**src/rtl/uart_tx_pkg.sv**
```systemverilog
package uart_tx_pkg;

    localparam int DATA_W  = 8;
    localparam int OVS     = 16;
    localparam int FRAME_W = DATA_W + 4;
    localparam int NB_W    = $clog2(FRAME_W + 1);
    localparam int CNT_W   = $clog2(OVS);

    typedef enum logic [1:0] {
        PAR_NONE = 2'b00,
        PAR_ZERO = 2'b01,
        PAR_ODD  = 2'b10,
        PAR_EVEN = 2'b11
    } par_mode_t;

    typedef struct packed {
        logic      pwr;
        logic      txen;
        logic      rxen;
        par_mode_t par;
        logic      len8;
        logic      stop2;
    } tx_cfg_t;

    typedef struct packed {
        logic [FRAME_W-1:0] bits;
        logic [NB_W-1:0]    nbits;
    } frame_t;

    function automatic logic [DATA_W-1:0] data_mask(input logic len8);
        data_mask = len8 ? '1 : {1'b0, {(DATA_W-1){1'b1}}};
    endfunction

    function automatic logic parity_bit(input par_mode_t mode,
                                        input logic [DATA_W-1:0] d);
        case (mode)
            PAR_ODD:  parity_bit = ~(^d);
            PAR_EVEN: parity_bit = ^d;
            default:  parity_bit = 1'b0;
        endcase
    endfunction

endpackage

```
**src/rtl/uart_tx_cfg.sv**
```systemverilog
module uart_tx_cfg
    import uart_tx_pkg::*;
(
    input  logic    clk,
    input  logic    rst,
    input  logic    wr,
    input  tx_cfg_t wdata,
    output tx_cfg_t cfg_q
);
    logic locked;

    assign locked = cfg_q.pwr && (cfg_q.txen || cfg_q.rxen);

    always_ff @(posedge clk) begin
        if (rst) begin
            cfg_q <= '0;
        end else if (wr) begin
            cfg_q.pwr  <= wdata.pwr;
            cfg_q.txen <= wdata.txen;
            cfg_q.rxen <= wdata.rxen;
            if (!locked) begin
                cfg_q.par   <= wdata.par;
                cfg_q.len8  <= wdata.len8;
                cfg_q.stop2 <= wdata.stop2;
            end
        end
    end

    assert_cfg_lock_R4: assert property (@(posedge clk) disable iff (rst)
        (wr && cfg_q.pwr && (cfg_q.txen || cfg_q.rxen)) |=>
            ($stable(cfg_q.par) && $stable(cfg_q.len8) && $stable(cfg_q.stop2)));

endmodule

```
**src/rtl/uart_tx_framer.sv**
```systemverilog
module uart_tx_framer
    import uart_tx_pkg::*;
(
    input  tx_cfg_t           cfg,
    input  logic [DATA_W-1:0] data,
    output frame_t            frame
);
    logic [DATA_W-1:0] dmask;
    logic [DATA_W-1:0] dval;
    logic              has_par;
    int                dlen;
    int                total;

    assign dmask   = data_mask(cfg.len8);
    assign dval    = data & dmask;
    assign has_par = (cfg.par != PAR_NONE);

    always_comb begin
        dlen  = cfg.len8 ? DATA_W : DATA_W - 1;
        total = 1 + dlen + (has_par ? 1 : 0) + (cfg.stop2 ? 2 : 1);
        frame.bits    = '1;
        frame.bits[0] = 1'b0;
        for (int i = 0; i < DATA_W; i++) begin
            if (i < dlen) frame.bits[1 + i] = dval[i];
        end
        if (has_par) frame.bits[1 + dlen] = parity_bit(cfg.par, dval);
        frame.nbits = NB_W'(total);
    end

    always_comb begin
        assert_frame_len_R3: assert (frame.nbits >= NB_W'(DATA_W + 1) &&
                                     frame.nbits <= NB_W'(FRAME_W));
    end

endmodule

```
**src/rtl/uart_tx_engine.sv**
```systemverilog
module uart_tx_engine
    import uart_tx_pkg::*;
(
    input  logic   clk,
    input  logic   rst,
    input  logic   pwr,
    input  logic   tick,
    input  logic   load,
    input  frame_t frame,
    output logic   busy,
    output logic   line
);
    logic [FRAME_W-1:0] shreg;
    logic [NB_W-1:0]    left;
    logic [CNT_W-1:0]   cnt;

    always_ff @(posedge clk) begin
        if (rst || !pwr) begin
            shreg <= '1;
            left  <= '0;
            cnt   <= '0;
            busy  <= 1'b0;
            line  <= 1'b1;
        end else if (load && !busy) begin
            shreg <= frame.bits;
            left  <= frame.nbits;
            cnt   <= '0;
            busy  <= 1'b1;
            line  <= frame.bits[0];
        end else if (busy && tick) begin
            if (cnt == CNT_W'(OVS - 1)) begin
                cnt <= '0;
                if (left == NB_W'(1)) begin
                    busy <= 1'b0;
                    line <= 1'b1;
                end else begin
                    shreg <= {1'b1, shreg[FRAME_W-1:1]};
                    line  <= shreg[1];
                    left  <= left - NB_W'(1);
                end
            end else begin
                cnt <= cnt + CNT_W'(1);
            end
        end
    end

    assert_idle_high_R5: assert property (@(posedge clk) disable iff (rst)
        !busy |-> line);

    assert_bit_hold_R6: assert property (@(posedge clk) disable iff (rst)
        (busy && !tick && pwr) |=> $stable(line));

    assert_power_abort_R8: assert property (@(posedge clk) disable iff (rst)
        !pwr |=> (!busy && line));

endmodule

```
**src/rtl/uart_tx_top.sv**
```systemverilog
module uart_tx_top
    import uart_tx_pkg::*;
(
    input  logic       clk,
    input  logic       rst,
    input  logic       cfg_wr,
    input  logic       cfg_pwr,
    input  logic       cfg_txen,
    input  logic       cfg_rxen,
    input  logic [1:0] cfg_par,
    input  logic       cfg_len8,
    input  logic       cfg_stop2,
    input  logic       baud_tick,
    input  logic [7:0] tx_data,
    input  logic       tx_valid,
    output logic       tx_ready,
    output logic       tx_line,
    output logic       tx_busy
);
    tx_cfg_t wcfg;
    tx_cfg_t cfg_q;
    frame_t  frame;
    logic    accept;

    always_comb begin
        wcfg.pwr   = cfg_pwr;
        wcfg.txen  = cfg_txen;
        wcfg.rxen  = cfg_rxen;
        wcfg.par   = par_mode_t'(cfg_par);
        wcfg.len8  = cfg_len8;
        wcfg.stop2 = cfg_stop2;
    end

    uart_tx_cfg u_cfg (
        .clk   (clk),
        .rst   (rst),
        .wr    (cfg_wr),
        .wdata (wcfg),
        .cfg_q (cfg_q)
    );

    uart_tx_framer u_framer (
        .cfg   (cfg_q),
        .data  (tx_data),
        .frame (frame)
    );

    assign tx_ready = cfg_q.pwr && cfg_q.txen && !tx_busy;
    assign accept   = tx_valid && tx_ready;

    uart_tx_engine u_engine (
        .clk   (clk),
        .rst   (rst),
        .pwr   (cfg_q.pwr),
        .tick  (baud_tick),
        .load  (accept),
        .frame (frame),
        .busy  (tx_busy),
        .line  (tx_line)
    );

    assert_accept_gate_R7: assert property (@(posedge clk) disable iff (rst)
        $rose(tx_busy) |-> $past(cfg_q.pwr && cfg_q.txen && tx_valid));

endmodule

```
**config.mk**
```make
export PLATFORM = sky130hd
export DESIGN_NAME = uart_tx_top
export DESIGN_NICKNAME = d
export VERILOG_FILES = /design/src/rtl/uart_tx_pkg.sv /design/src/rtl/uart_tx_cfg.sv /design/src/rtl/uart_tx_framer.sv /design/src/rtl/uart_tx_engine.sv /design/src/rtl/uart_tx_top.sv
export SDC_FILE = /design/constraint.sdc
export NUM_CORES = 1
export LEC_CHECK = 0
export CORE_UTILIZATION = 50
export CTS_CLUSTER_SIZE = 16
export DETAILED_ROUTE_END_ITERATION = 16
export PLACE_DENSITY = 0.74
export SETUP_SLACK_MARGIN = 0.4
export SYNTH_ARGS = -nofsm -noshare
export SYNTH_HDL_FRONTEND = slang
export SYNTH_HIERARCHICAL = 1
export SYNTH_SLANG_ARGS = --single-unit
```
**constraint.sdc**
```tcl
create_clock -name clk -period 1.85 [get_ports clk]
set_clock_uncertainty 0.05 [all_clocks]
set_input_delay 0.185 -clock clk [delete_from_list [all_inputs] [get_ports clk]]
set_output_delay 0.185 -clock clk [all_outputs]
set_load 0.02 [all_outputs]
```
==> impl_metrics.tcl, run 1 <==
set metrics [dict create \
    routed_via_density 5.47 \
    antenna_found_initial 0 \
    nets 255 \
    ys.flop_type "dfxtp_1" \
    vias 1504 \
    grt_pass1_vias 1479 \
    period_share 0.868 \
    worstHoldPathCells 4 \
    syn_area_um2 1730 \
    path_cells "inv_2, ha_4, nor3b_4, o31ai_4, buf_6, buf_6, a41oi_2" \
    fin_area_um2 2320 \
    tritoncts "built" \
    outcome "completed" \
    r2r_end "u_engine/shreg[9]" \
    rsz0062_at_grt "yes" \
    layout_commonest_cell "nand2_1" \
    required_ns 2.02 \
    tns_ns 0 \
    area_growth_pct 33.6 \
    rr_startpoint "u_engine/left[1]" \
    syn_inst 195 \
    crit_arrival_ns 1.78 \
    hold_end "u_engine/shreg[6]" \
    dieArea_um2 3710 \
    grt_remaining_overflow 0 \
    setup_viol 0 \
    row_count 21 \
    firstDrtPassIters 4 \
    leakage_uw 0.000916 \
    synth.top_cells.by_area "dfxtp_1, a41oi_2, nand2_1, buf_4, nor3_1" \
    syn_area_per_cell_um2 8.89 \
    vdd_ir_drop_max_mv 0.340 \
    n_antenna_cell 0 \
    grtUsageTotal 0.224 \
    clock_path_buffers 2 \
    fp.dieH_um 60.9 \
    rr_worst_depth 7 \
    clk-insertion-delay-late_ns 0.33 \
    rrSetupSlack_ns 0.24 \
    clock_sink_count 28 \
    root_buffer "clkbuf_4" \
    clk_pin_slew_ns 0.15 \
    critPathTopFamily "compound AO/OA/AOI/OAI gates" \
    synth_seq_cells 28 \
    cp-end-kind "flip-flop" \
    die_width_um 60.9 \
    grt_max_degree 18 \
    synth_edf_count 0 \
    power_density_nw_per_um2 483 \
    grt_pass1_wl_um 6180 \
    route.antenna.remaining_nets 0 \
    cts_made_buffers 3 \
    layout-drive-gt1-share 0.393 \
    path_common_cell "buf_6" \
    start_util 0.520 \
    cts-htree-levels 1 \
    slew_violations 0 \
    drt_iter0_markers 29 \
    synth.distinct_cells 45 \
    hold_viol 0 \
    fill_cells 283 \
    ys_async_sr_fraction 0 \
    finalCriticalPeriod_ns 1.61 \
    ios 23 \
    synth.top_cell.area_share 0.323 \
    hpwl_um 2660 \
    core-area_um2 3340 \
    critical_path_class "reg -> reg" \
    drc 0 \
    yosysWarnings 6 \
    yosysTopAreaCell "dfxtp_1" \
    final_cell_mix "nand2_1, buf_4, dfxtp_1" \
    gp_congestion 0.729 \
    wl_um 3990 \
    slowest_delay_ns 0.38 \
    crit_buf_inv 3 \
    power_uw 1120 \
    start_kind "flip-flop" \
    cp_slowest_cell "dfxtp_2" \
    io_buffers 22 \
    synth-seq-area-share 0.323 \
    path_max_fanout 8 \
    ctsHoldBuffers 0 \
    max_cap_viol_count 0 \
    fmax_ghz 0.623 \
    hold_class "in -> reg" \
    wl_per_cell_um 14.5 \
    place_area_um2 2010 \
    hold_path_startpoint "tx_data[5]" \
]
## metrics by stage
step	util	worst slack, ns	hold slack, ns	std cells
4_1_cts	0.642	0.158	0.364	269
5_1_grt	0.694	0.179	0.281	275
2_1_floorplan	-	0.370	0.282	197
3_3_place_gp	0.602	-0.138	0.414	260
6_report	0.694	0.244	0.288	275
3_5_place_dp	0.602	-0.239	0.443	260
## cells in the mapped netlist (2+ instances only)
cell	n
ha_1	4
nand4b_1	4
conb_1	2
nand2_1	28
xor2_1	3
inv_1	6
a211oi_1	2
dfxtp_1	28
buf_4	13
clkbuf_1	5
nand2b_1	6
xnor2_1	5
mux2i_1	5
nand3_1	2
buf_2	3
nor2_1	16
a41oi_2	9
nor3_1	15
o21ai_0	3
o21ai_2	4
nor2b_1	2
a21oi_1	7
## cell families after synthesis
group / count (synthesis) / share of synthesized area
mux: 5 / 0.0289
compound gates: 34 / 0.198
buf+inv: 28 / 0.0952
simple gates: 84 / 0.257
fa+ha+maj: 5 / 0.0404
other cells: 2 / 0.00433
xor+xnor: 9 / 0.0534
flops: 28 / 0.323
## state kept, by name (all words and copies together), names as in the netlist
register / flops
u_engine/busy: 1
u_engine/line: 1
u_engine/cnt: 4
u_cfg/cfg_q: 7
u_engine/left: 4
u_engine/shreg: 11
## tightest hold or removal path, cell delays in order
cell and delay (ns):
dlymetal6s2s_1 0.14, buf_4 0.13, nand2_1 0.06, a41oi_2 0.11
## how the worst max path moves through the flow
stage,from,to,depth (start not counted)
final,u_engine/left[1],u_engine/shreg[9],7
after detailed placement,tx_data[5],u_engine/shreg[9],7
after global placement,tx_data[2],u_engine/shreg[9],7
after CTS,u_cfg/cfg_q[2],u_engine/shreg[8],6
after floorplan,u_engine/left[0],u_engine/shreg[10],6
after global routing,u_engine/left[1],u_engine/shreg[9],7
## power breakdown
part	switching [uW]	internal, uW	leakage [uW]	total, uW
Sequential	13.8	610	0.000232	624
Clock	181	121	0.0000210	302
Combinational	86.9	106	0.000663	193
## timing repair
item,4_1_cts,5_1_grt
resized for setup,22,42
endpoints found under the setup margin,23,21
cloned,0,2
buffers inserted,5,4
pin swaps,8,8
## per-layer routing
metal / track usage / part of all wire / vias up
met5: 0 / 0 / -
li1: - / - / 739
met3: 0.0213 / 0.028 / 12
met2: 0.446 / 0.54 / 30
met1: 0.240 / 0.40 / 723
met4: 0.0844 / 0.032 / 0
## final cells by class
type	count	area (um^2)	area share
Clock buffer	4	36.3	0.0157
Timing Repair Buffer	50	465	0.201
Inverter	6	22.5	0.00972
Multi-Input combinational cell	141	1150	0.498
Sequential cell	28	582	0.251
Tap cell	46	57.6	0.0248
Note: power is estimated with default switching activity, not from simulation.
==> inputs of run 2 (changes only) <==
--- a/config.mk
+++ b/config.mk
@@ -5,6 +5,7 @@
 export SDC_FILE = /design/constraint.sdc
 export NUM_CORES = 1
 export LEC_CHECK = 0
+export CAP_MARGIN = 0
 export CORE_UTILIZATION = 50
 export CTS_CLUSTER_SIZE = 16
 export DETAILED_ROUTE_END_ITERATION = 16
==> results of run 2 <==
The final DEF is identical to that of run 1; final timing and power are the same.
==> inputs of run 3 (changes only) <==
--- a/config.mk
+++ b/config.mk
@@ -6,10 +6,10 @@
 export NUM_CORES = 1
 export LEC_CHECK = 0
 export CAP_MARGIN = 0
-export CORE_UTILIZATION = 50
+export CORE_UTILIZATION = 46
 export CTS_CLUSTER_SIZE = 16
 export DETAILED_ROUTE_END_ITERATION = 16
-export PLACE_DENSITY = 0.74
+export PLACE_DENSITY = 0.69
 export SETUP_SLACK_MARGIN = 0.4
 export SYNTH_ARGS = -nofsm -noshare
 export SYNTH_HDL_FRONTEND = slang
==> constraint.sdc (replaced) <==
create_clock -name clk -period 1.85 [get_ports clk]
set_clock_uncertainty 0.05 [all_clocks]
set_input_delay 0.185 -clock clk [delete_from_list [all_inputs] [get_ports clk]]
set_output_delay 0.185 -clock clk [all_outputs]
set_load 0.01 [all_outputs]
==> impl_metrics.tcl, run 3 (synthesis gave the netlist of run 1 again) <==
set metrics [dict create \
    finalCriticalPeriod_ns 1.61 \
    crit_arrival_ns 1.70 \
    critical_path_class "in -> reg" \
    tritoncts "built" \
    tns_ns 0 \
    required_ns 1.95 \
    fp.dieH_um 63.4 \
    top_regs "u_engine/shreg x11, u_cfg/cfg_q x7" \
    clock_path_buffers 2 \
    grt_max_degree 18 \
    antenna_found_initial 0 \
    worstHoldPathCells 3 \
    grt_remaining_overflow 0 \
    vdd_ir_drop_max_mv 0.286 \
    clock_sink_count 28 \
    clk-insertion-delay-late_ns 0.26 \
    rsz0062_at_grt "yes" \
    max_cap_viol_count 0 \
    route.antenna.remaining_nets 0 \
    grt_busiest_layer "met2" \
    ios 23 \
    die_width_um 63.4 \
    row_count 21 \
    power_uw 1170 \
    hpwl_um 2710 \
    io_buffers 22 \
    routed_via_density 5.46 \
    start_kind "input port" \
    nets 257 \
    largest_reg_flops 11 \
    met2_usage 0.443 \
    fin_util 0.705 \
    max_flop_register "u_engine/shreg" \
    grtUsageTotal 0.227 \
    path_max_fanout 6 \
    drc 0 \
    rr_worst_depth 8 \
    setup_viol 0 \
    place_inst 255 \
    grt_pass1_vias 1623 \
    drt_iter0_markers 47 \
    cts_made_buffers 3 \
    outcome "completed" \
    n_antenna_cell 0 \
    layout_commonest_cell "nand2_1" \
    root_buffer "clkbuf_8" \
    wl_um 4430 \
    start_util 0.500 \
    detailedPlace.worstSlack_ns -0.233 \
    period_share 0.869 \
    clk_pin_slew_ns 0.09 \
    grtUsageMet3 0.0344 \
    power_density_nw_per_um2 477 \
    vias 1506 \
    area_growth_pct 40.9 \
    grt_pass1_wl_um 7180 \
    fin_ws_ns 0.242 \
    hold_class "in -> reg" \
    core-area_um2 3470 \
    firstDrtPassIters 5 \
    cts-htree-levels 1 \
    hold_viol 0 \
    wl_per_cell_um 16.1 \
    fill_cells 266 \
    cp-end-kind "flip-flop" \
    final_cell_mix "nand2_1, buf_4, dfxtp_1" \
    gr-usage-met1 0.240 \
    gp_congestion 0.895 \
    leakage_uw 0.000980 \
    fmax_ghz 0.622 \
    fin_cells 276 \
    slew_violations 0 \
    dieArea_um2 4020 \
    layout-drive-gt1-share 0.409 \
]
run 3: stage by stage:
step                area (um^2)  hold WS (ns)
floorplan                  1750         0.282
global placement           1990         0.413
detailed placement         1990         0.451
CTS                        2280         0.427
global route               2440         0.274
finish                     2440         0.269
run 3: what timing repair did:
action,in CTS,in global routing
hold buffers,0,0
setup endpoints to repair,23,21
buffers inserted,12,4
gates cloned,2,0
resized for setup,34,35
hold endpoints to repair,0,0
pin swaps,18,13
run 3: where the power goes:
part           leakage (uW)  switching, uW  internal [uW]
clock network     0.0000216            175            146
logic              0.000726           96.9            125
registers          0.000233           15.5            608
run 3: cell type report:
| cell class | count | area [um^2] | area share |
|---|---|---|---|
| multi-input combinational | 141 | 1190 | 0.486 |
| inverter | 6 | 22.5 | 0.00922 |
| sequential | 28 | 583 | 0.239 |
| tap | 46 | 57.6 | 0.0236 |
| timing repair buffer | 52 | 552 | 0.226 |
| clock buffer | 3 | 41.3 | 0.0169 |
run 3: path summary, 6_finish.rpt:
check | from | slack, ns | end
setup / recovery | baud_tick | 0.24 | u_engine/shreg[9]
hold reg to reg | u_engine/cnt[0] | 0.42 | u_engine/cnt[0]
hold / removal | tx_data[2] | 0.27 | u_engine/shreg[3]
setup reg to reg | u_engine/left[1] | 0.24 | u_engine/left[0]
run 3: worst max-delay path: stages:
cell and delay, ns:
clkdlybuf4s50_1 0.54, nand3_4 0.18, o31ai_4 0.29, buf_4 0.16
buf_6 0.12, buf_16 0.12, a41oi_2 0.10
run 3: routing by layer:
metal  wire length, um  up-vias
met4                73        0
met2              2450       23
met3               100        8
met5                 0        -
met1              1810      739
li1                  -      736
